$ cat src/rtl/pit_pkg.sv
package pit_pkg;

    localparam int DATA_W = 32;
    localparam int ADDR_W = 3;
    localparam int PRE_W  = 12;
    localparam int NSRC   = 3;
    localparam int SEL_W  = $clog2(NSRC + 1);
    localparam int CTRL_W = 26;

    localparam logic [DATA_W-1:0] ALL_ONES = '1;

    typedef struct packed {
        logic [SEL_W-1:0] clk_sel;    // 25:24
        logic [1:0]       spare;      // 23:22
        logic             stop_en;    // 21
        logic             doze_en;    // 20
        logic             wait_en;    // 19
        logic             dbg_en;     // 18
        logic             ovw_now;    // 17
        logic             soft_rst;   // 16
        logic [PRE_W-1:0] div;        // 15:4
        logic             rld;        // 3
        logic             cmp_ie;     // 2
        logic             start_mode; // 1
        logic             en;         // 0
    } ctrl_t;

    typedef enum logic [ADDR_W-1:0] {
        A_CTRL = 3'd0,
        A_STAT = 3'd1,
        A_LOAD = 3'd2,
        A_CMP  = 3'd3,
        A_CNT  = 3'd4
    } reg_addr_e;

    function automatic ctrl_t spare_on_soft_reset(ctrl_t c);
        ctrl_t r;
        r            = c;
        r.en         = 1'b0;
        r.start_mode = 1'b0;
        r.soft_rst   = 1'b0;
        r.dbg_en     = 1'b0;
        r.wait_en    = 1'b0;
        r.doze_en    = 1'b0;
        r.stop_en    = 1'b0;
        return r;
    endfunction

endpackage

$ cat src/rtl/pit_tick_gen.sv
module pit_tick_gen
    import pit_pkg::*;
(
    input  logic             clk,
    input  logic             rst,
    input  logic             restart,
    input  logic             run,
    input  logic [SEL_W-1:0] sel,
    input  logic [NSRC-1:0]  src_tick,
    input  logic [PRE_W-1:0] div,
    output logic             tick
);

    logic [PRE_W-1:0] phase_q;
    logic             sel_tick;

    always_comb begin
        sel_tick = 1'b0;
        for (int i = 0; i < NSRC; i++) begin
            if (sel == SEL_W'(i + 1)) sel_tick = src_tick[i];
        end
    end

    assign tick = run && !restart && sel_tick && (phase_q == div);

    always_ff @(posedge clk) begin
        if (rst || restart || !run) begin
            phase_q <= '0;
        end else if (sel_tick) begin
            phase_q <= (phase_q == div) ? '0 : phase_q + 1'b1;
        end
    end

endmodule

$ cat src/rtl/pit_count_core.sv
module pit_count_core
    import pit_pkg::*;
(
    input  logic              clk,
    input  logic              rst,
    input  logic              zero,
    input  logic              force_ld,
    input  logic [DATA_W-1:0] force_val,
    input  logic              start,
    input  logic [DATA_W-1:0] start_val,
    input  logic              tick,
    input  logic              rld,
    input  logic [DATA_W-1:0] load_val,
    input  logic [DATA_W-1:0] cmp_val,
    output logic [DATA_W-1:0] cnt,
    output logic              hit
);

    logic [DATA_W-1:0] cnt_q;
    logic [DATA_W-1:0] step_val;
    logic              stepping;

    assign step_val = (cnt_q == '0) ? (rld ? load_val : ALL_ONES) : cnt_q - 1'b1;
    assign stepping = tick && !zero && !force_ld && !start;
    assign hit      = stepping && (step_val == cmp_val);
    assign cnt      = cnt_q;

    always_ff @(posedge clk) begin
        if (rst || zero)   cnt_q <= '0;
        else if (force_ld) cnt_q <= force_val;
        else if (start)    cnt_q <= start_val;
        else if (stepping) cnt_q <= step_val;
    end

endmodule

$ cat src/rtl/pit_down_timer.sv
module pit_down_timer
    import pit_pkg::*;
(
    input  logic              clk,
    input  logic              rst,
    input  logic              bus_wr,
    input  logic [ADDR_W-1:0] bus_addr,
    input  logic [DATA_W-1:0] bus_wdata,
    output logic [DATA_W-1:0] bus_rdata,
    input  logic [NSRC-1:0]   src_tick,
    output logic              irq_o
);

    ctrl_t             ctrl_q;
    ctrl_t             wr_val;
    ctrl_t             ctrl_next;
    logic [DATA_W-1:0] load_q;
    logic [DATA_W-1:0] cmp_q;
    logic              flag_q;
    logic [DATA_W-1:0] cnt_w;
    logic              cmp_hit;
    logic              tick;
    logic              wr_ctrl, wr_stat, wr_load, wr_cmp;
    logic              soft_evt, start_evt;

    assign wr_ctrl = bus_wr && (bus_addr == A_CTRL);
    assign wr_stat = bus_wr && (bus_addr == A_STAT);
    assign wr_load = bus_wr && (bus_addr == A_LOAD);
    assign wr_cmp  = bus_wr && (bus_addr == A_CMP);

    assign wr_val    = ctrl_t'(bus_wdata[CTRL_W-1:0]);
    assign soft_evt  = wr_ctrl && wr_val.soft_rst;
    assign ctrl_next = wr_val.soft_rst ? spare_on_soft_reset(wr_val) : wr_val;
    assign start_evt = wr_ctrl && !soft_evt && !ctrl_q.en && wr_val.en && wr_val.start_mode;

    always_ff @(posedge clk) begin
        if (rst) begin
            ctrl_q <= '0;
            load_q <= ALL_ONES;
            cmp_q  <= '0;
            flag_q <= 1'b0;
        end else begin
            if (wr_ctrl) ctrl_q <= ctrl_next;
            if (soft_evt) begin
                load_q <= ALL_ONES;
                cmp_q  <= '0;
            end else begin
                if (wr_load) load_q <= bus_wdata;
                if (wr_cmp)  cmp_q  <= bus_wdata;
            end
            if (soft_evt)                    flag_q <= 1'b0;
            else if (cmp_hit)                flag_q <= 1'b1;
            else if (wr_stat && bus_wdata[0]) flag_q <= 1'b0;
        end
    end

    pit_tick_gen u_tick (
        .clk      (clk),
        .rst      (rst),
        .restart  (wr_ctrl),
        .run      (ctrl_q.en),
        .sel      (ctrl_q.clk_sel),
        .src_tick (src_tick),
        .div      (ctrl_q.div),
        .tick     (tick)
    );

    pit_count_core u_core (
        .clk       (clk),
        .rst       (rst),
        .zero      (soft_evt),
        .force_ld  (wr_load && ctrl_q.ovw_now),
        .force_val (bus_wdata),
        .start     (start_evt),
        .start_val (wr_val.rld ? load_q : ALL_ONES),
        .tick      (tick),
        .rld       (ctrl_q.rld),
        .load_val  (load_q),
        .cmp_val   (cmp_q),
        .cnt       (cnt_w),
        .hit       (cmp_hit)
    );

    always_comb begin
        case (bus_addr)
            A_CTRL:  bus_rdata = DATA_W'(ctrl_q);
            A_STAT:  bus_rdata = DATA_W'(flag_q);
            A_LOAD:  bus_rdata = load_q;
            A_CMP:   bus_rdata = cmp_q;
            A_CNT:   bus_rdata = cnt_w;
            default: bus_rdata = '0;
        endcase
    end

    assign irq_o = flag_q && ctrl_q.cmp_ie;

endmodule

$ cat config.mk
export PLATFORM = sky130hd
export DESIGN_NAME = pit_down_timer
export DESIGN_NICKNAME = d
export VERILOG_FILES = /design/src/rtl/pit_pkg.sv /design/src/rtl/pit_tick_gen.sv /design/src/rtl/pit_count_core.sv /design/src/rtl/pit_down_timer.sv
export SDC_FILE = /design/constraint.sdc
export NUM_CORES = 1
export LEC_CHECK = 0
export ABC_AREA = 1
export CORE_AREA = 2 2 216 133
export CTS_CLUSTER_DIAMETER = 50
export DETAILED_ROUTE_END_ITERATION = 6
export DIE_AREA = 0 0 218 135
export HOLD_SLACK_MARGIN = 0.05
export PLACE_DENSITY = 0.54
export RECOVER_POWER = 100
export SETUP_SLACK_MARGIN = 0.4
export SKIP_CTS_REPAIR_TIMING = 1
export SLEW_MARGIN = 15
export SYNTH_ARGS = -nofsm -noshare
export SYNTH_HDL_FRONTEND = slang
export SYNTH_HIERARCHICAL = 1
export SYNTH_SLANG_ARGS = --single-unit
$ cat constraint.sdc
create_clock -name clk -period 5.76 [get_ports clk]
set_clock_uncertainty 0.05 [all_clocks]
set_input_delay 0.864 -clock clk [delete_from_list [all_inputs] [get_ports clk]]
set_output_delay 0.864 -clock clk [all_outputs]
set_load 0.02 [all_outputs]
---- After elaboration in Yosys (flattened, before gate mapping) ----
Cells that the tools add are included.
storage, ports and cells
  logic and storage cells ................. 75
  register bits after elaboration ......... 135
  output and inout port bits .............. 33
  bits of input ports ..................... 41
cells by class
  muxes and demuxes ....................... 14
  eq/ne operators ......................... 9
  reduce and logical (&&, ||, !) cells .... 32
  add/sub/neg operators ................... 2
operators with widths
  operator               count
  $mux 32                6
  $pmux 32 s5            1
  $eq 32x32->1           1
  $logic_not 32->1       1
  $sub 32x1->32 const B  1
  $mux 22                1
  $logic_and 1x1->1      19
  $add 12x1->12 const B  1
  $eq 12x12->1           1
  $mux 12                1
  $eq 3x2->1 const B     2
  $logic_not 1->1        5
  $mux 1                 5
  $eq 2x2->1 const B     2
  $eq 3x1->1 const B     1
  $eq 3x3->1 const B     1
  $logic_not 3->1        1
  $logic_or 1x1->1       3
  $reduce_bool 3->1      1
  $eq 2x1->1 const B     1
  $reduce_bool 2->1      1
  $reduce_or 2->1        1

---- Longest topological paths before layout ----
  depth in word-level cells ............... 13
  mapped depth ............................ 19
  depth with buffers taken out ............ 19

---- Hierarchy ----
The synthesis kept the hierarchy.
by module, submodules not included
  module          area each (um^2)  cells an instance  sequential area each (um^2)  times used
  pit_down_timer  4640.7            766                1801.7                       1
  pit_count_core  3880.0            722                640.6                        1
  pit_tick_gen    935.9             165                240.2                        1

---- Worst setup path after synthesis ----
Ideal clock, no wire load.
  path kind ............................... in2reg
  from .................................... input port bus_addr[1]
  to ...................................... register u_core.cnt_q[2] (netlist: u_core/cnt[2])
  path slack .............................. 2978 ps
  buffers on the path ..................... 1
  stages on the path ...................... 12
  required time ........................... 5615 ps
  data arrival time ....................... 2637 ps
  setup time .............................. 95 ps
  path through ............................ inv_1 nand2_1 nor2_1 nand2_1 nor3b_1 nor2_1 nand2_1 nor2_1 nor2_1 clkbuf_1 a21oi_1 a221oi_1
on the way
  word-level cells in the longest chain between the ends .. 11
  elaborated cells on any way between the ends .. 24
  those cells by class .................... eq/ne: 1; mux: 2; reduce/logical: 21
RTL lines
  item                                line                  text
  from (decl)                         pit_down_timer.sv:7   input logic [ADDR_W-1:0] bus_addr,
  $logic_not 3->1 *                   pit_down_timer.sv:26  assign wr_ctrl = bus_wr && (bus_addr == A_CTRL);
  $logic_and 1x1->1 *                 pit_down_timer.sv:26
  $logic_and 1x1->1                   pit_down_timer.sv:32  assign soft_evt = wr_ctrl && wr_val.soft_rst;
  $logic_not 1->1                     pit_down_timer.sv:34  assign start_evt = wr_ctrl && !soft_evt && !ctrl_q.en && wr_val.en && wr_val.start_mode;
  $logic_and 1x1->1 * (4 in a row)    pit_down_timer.sv:34
  named net start_evt                 pit_down_timer.sv:24  logic soft_evt, start_evt;
  $logic_not 1->1                     pit_count_core.sv:24  assign stepping = tick && !zero && !force_ld && !start;
  $logic_and 1x1->1                   pit_count_core.sv:24
  $reduce_bool 3->1 (no source line)  --
  to (signal assigned)                pit_count_core.sv:30  else if (force_ld) cnt_q <= force_val;
  to (signal assigned)                pit_count_core.sv:31  else if (start) cnt_q <= start_val;
  to (signal assigned)                pit_count_core.sv:32  else if (stepping) cnt_q <= step_val;
  to (decl)                           pit_count_core.sv:19  logic [DATA_W-1:0] cnt_q;
The timed path passes the listed nets; every way through them passes the cells marked *.
A chain may end at the register's enable or synchronous reset.

---- Worst setup path in the final report ----
  from .................................... input port bus_addr[0]
  to ...................................... output port bus_rdata[0]
on the way
  word-level cells in the longest chain between the ends .. 2
  elaborated cells on any way between the ends .. 6
  those cells by class .................... eq/ne: 4; mux: 1; reduce/logical: 1
RTL lines
  item                                      line                  text
  $eq 3x3->1, or another cell as far along  pit_down_timer.sv:85  case (bus_addr)
  $pmux 32 s5 *                             pit_down_timer.sv:85
  to (decl)                                 pit_down_timer.sv:9   output logic [DATA_W-1:0] bus_rdata,
Every way passes the cells marked *; elsewhere a longest branch is shown, timed or not.

==> summary.txt <==
Die
  • IO Count: 74
  • Row count: 47
  • Full die area: 29400 µm²
  • Die X-Extent: 218 µm
  • Initial core utilization: 34.7%
  • Core area: 27300 µm²
  • Die height: 135 µm

Logic synthesis
  • Post-synth top flop: dfxtp_1
  • Post-Synth Adder-Cell Area: 0.397%
  • Fraction of registers with async set/reset: 0%
  • Leading area contributor after synthesis: dfxtp_1
  • Seq/Total Area, Yosys: 28.4%
  • Synthesized area: 9460 µm²
  • Mux contribution to synthesized area: 0%
  • Post-synth cell types: 41
  • Synth Instances: 1653
  • Flip-flop and latch count after synthesis: 134
  • Synth Area in Compound Gates: 10.4%
  • Combinational family with the most area after synthesis: simple AND/OR/NAND/NOR gates
  • Yosys warning total: 6
  • Simple-gate share of the synthesized area: 48.2%
  • Synthesized net count: 1697
  • Area share of the largest cell type after synthesis: 28.4%
  • Xor/xnor share of the synthesized area: 0.741%
  • Avg Cell Area, Syn: 5.72 µm²
  • Synth area leaders: dfxtp_1, nand2_1, inv_1, nor2_1, nand3_1
  • Synth cell count leaders: nand2_1, inv_1, nor2_1
  • Number of synthesized flops with an enable pin: 0
  • Count leader, synth: nand2_1

Route
  • Vias per cell: 5.25
  • Avg WL per Cell: 18.7 µm
  • ANT nets after route: 0
  • DR pass1 iterations: 7
  • Vias post-DR: 10900
  • DRT iter0 DRCs: 1246
  • DRC errors left: 0
  • Total routed wirelength: 38600 µm

Clocking
  • Clock buffer depth: 2
  • Root Buffer: clkbuf_16
  • CTS tree: yes
  • H-tree Lvls: 4
  • Reg clk slew, reported paths: 0.07 ns
  • CTS Sinks: 134
  • CTS Buf Count: 17
  • Clock latency on the worst-skew pair: 0.44 ns

Critical path
  • Slowest CP cell: nor2_1
  • Cell family with most CP delay: buffers and inverters
  • Worst path arrival time: 3.94 ns
  • R2R depth: 13
  • Crit path kind: in2out
  • Crit. End Element: output pin
  • Worst stage delay on the critical path: 0.82 ns
  • Crit-path cells: dlygate4sd3_1 -> nand2_1 -> nor2_1 -> buf_4 -> nand2_1 -> nand2_1 -> nor2_1 -> nand2_1 -> dlygate4sd3_1
  • CP bufs+invs: 3
  • Critical path data required time: 4.85 ns
  • Critical path launch point type: input pin
  • Most used cell, CP: nand2_1
  • RR Startpoint: ctrl_q[24]$_SDFFE_PP0N_
  • RR Endpoint: u_core/cnt[1]$_SDFFE_PP0P_
  • WP depth: 9
  • Worst R2R Setup Slack: 1.76 ns
  • Worst-path fanout max: 31

STA
  • Worst slew pin tran: 2.34 ns
  • Hold Slack: 0.448 ns
  • Endpoints failing hold: 0
  • Crit share post-route: 84.3%
  • Tmin final: 4.85 ns
  • Final setup vio count: 0
  • Slew HR: -56.0%
  • Setup tns final: 0 ns
  • RSZ-0062 raised after global routing: no
  • Fmax: 206 MHz
  • Final-report max-slew violation count: 118

Run
  • Max-cap viol count: 3

Run status
  • Status: finished, violations left
  • Failing checks: capacitance limit, slew limit

Cells and area
  • Area growth syn-to-layout: 16.4%
  • Fraction of layout cells with a size suffix above 1: 5.47%
  • Layout Nets: 1731
  • Diodes inserted: 0
  • Fillcell total: 3008
  • Utilization after layout: 40.4%
  • Fin cells: 2066

Worst hold path
  • Worst Hold Path EP: cmp_q[27]$_SDFFE_PP0P_
  • HP Class: reg2reg
  • Worst Hold Depth: 2
  • Hold Path Origin: cmp_q[27]$_SDFFE_PP0P_

Place
  • PortBufs: 73
  • Cell count after placement: 2035
  • Gpl congestion: 0.943
  • Hpwl dp: 27800 µm

GRT
  • Gr ovfl total: 0
  • Vias in the first global route: 9301
  • Largest net degree at the start of global routing: 50
  • First-pass GRT wire length: 57800 µm
  • Total Routing Usage GR: 26.2%
  • Initial antenna violation count: 1

Power and ir drop
  • Peak supply drop: 0.191 mV
  • Power Density: 237 nW/µm²
  • Static leakage: 5.41 nW
## power breakdown
| part | leakage, nW | switching, W | internal (W) |
|---|---|---|---|
| registers | 1.09 | 0.0000311 | 0.000948 |
| logic | 4.04 | 0.000345 | 0.000155 |
| clock network | 0.280 | 0.000467 | 0.000659 |
## metal layers
layer / track usage, % / share of wire, %
met1: 41.9 / 50
met2: 33.0 / 36
met3: 7.68 / 13
met4: 6.05 / 1.4
met5: 0 / 0
## layout make-up
| type | instances | area (µm²) | area share, % |
|---|---|---|---|
| clock buffers | 20 | 457 | 4.15 |
| flip-flops and latches | 134 | 2680 | 24.4 |
| well taps | 367 | 459 | 4.17 |
| inverters | 198 | 743 | 6.75 |
| multi-input cells | 1241 | 5660 | 51.4 |
| repair buffers | 95 | 883 | 8.02 |
| clock inverters | 11 | 126 | 1.15 |
## worst min-delay path, cell delays in order, from the launching register on
cell and delay (ns):
dfxtp_1 0.33, nand2_1 0.07, a21oi_1 0.05
## sequential cells by signal, indices dropped and copies added (netlist names)
signal and count:
cmp_q 32, load_q 32, u_core/cnt 32, ctrl_q 25
u_tick/phase_q 12, flag_q 1
## worst max-delay path by stage
stage,slack [ns],startpoint,to
2_1_floorplan,2.98,bus_addr[1],u_core/cnt[2]$_SDFFE_PP0P_
3_3_place_gp,1.58,bus_addr[0],bus_rdata[0]
3_5_place_dp,1.58,bus_addr[0],bus_rdata[0]
4_1_cts,1.58,bus_addr[0],bus_rdata[0]
5_1_grt,0.71,bus_addr[0],bus_rdata[0]
6_report,0.91,bus_addr[0],bus_rdata[0]
## through the flow
step | cell area [µm²] | setup WS (ns) | total power [W]
global route | 11000 | 0.711 | 0.00270
finish | 11000 | 0.907 | 0.00260
detailed placement | 10500 | 1.58 | 0.00149
global placement | 10500 | 1.58 | 0.00148
floorplan | 9460 | 2.98 | 0.00131
CTS | 11000 | 1.58 | 0.00261
## layout by cell type, fill, tap and decap left out, drive strengths merged, types with 22 or more instances in the layout
cell,instances
a21oi,83
clkbuf,22
clkdlybuf4s50,37
dfxtp,134
dlygate4sd3,35
inv,196
nand2,640
nand3,109
nand3b,26
nand4,67
nor2,200
o211ai,22
o21ai,56
## kinds of logic (layout without fill, tap and decap cells)
group | Yosys count | in the layout
flip-flops | 134 | 134
adder cells (fa/ha/maj) | 3 | 3
AND/OR/NAND/NOR | 1056 | 1056
buffers and inverters | 278 | 324
XOR/XNOR | 8 | 8
AO/OA/AOI/OAI | 174 | 174
Power figures use the tool's default switching activity.
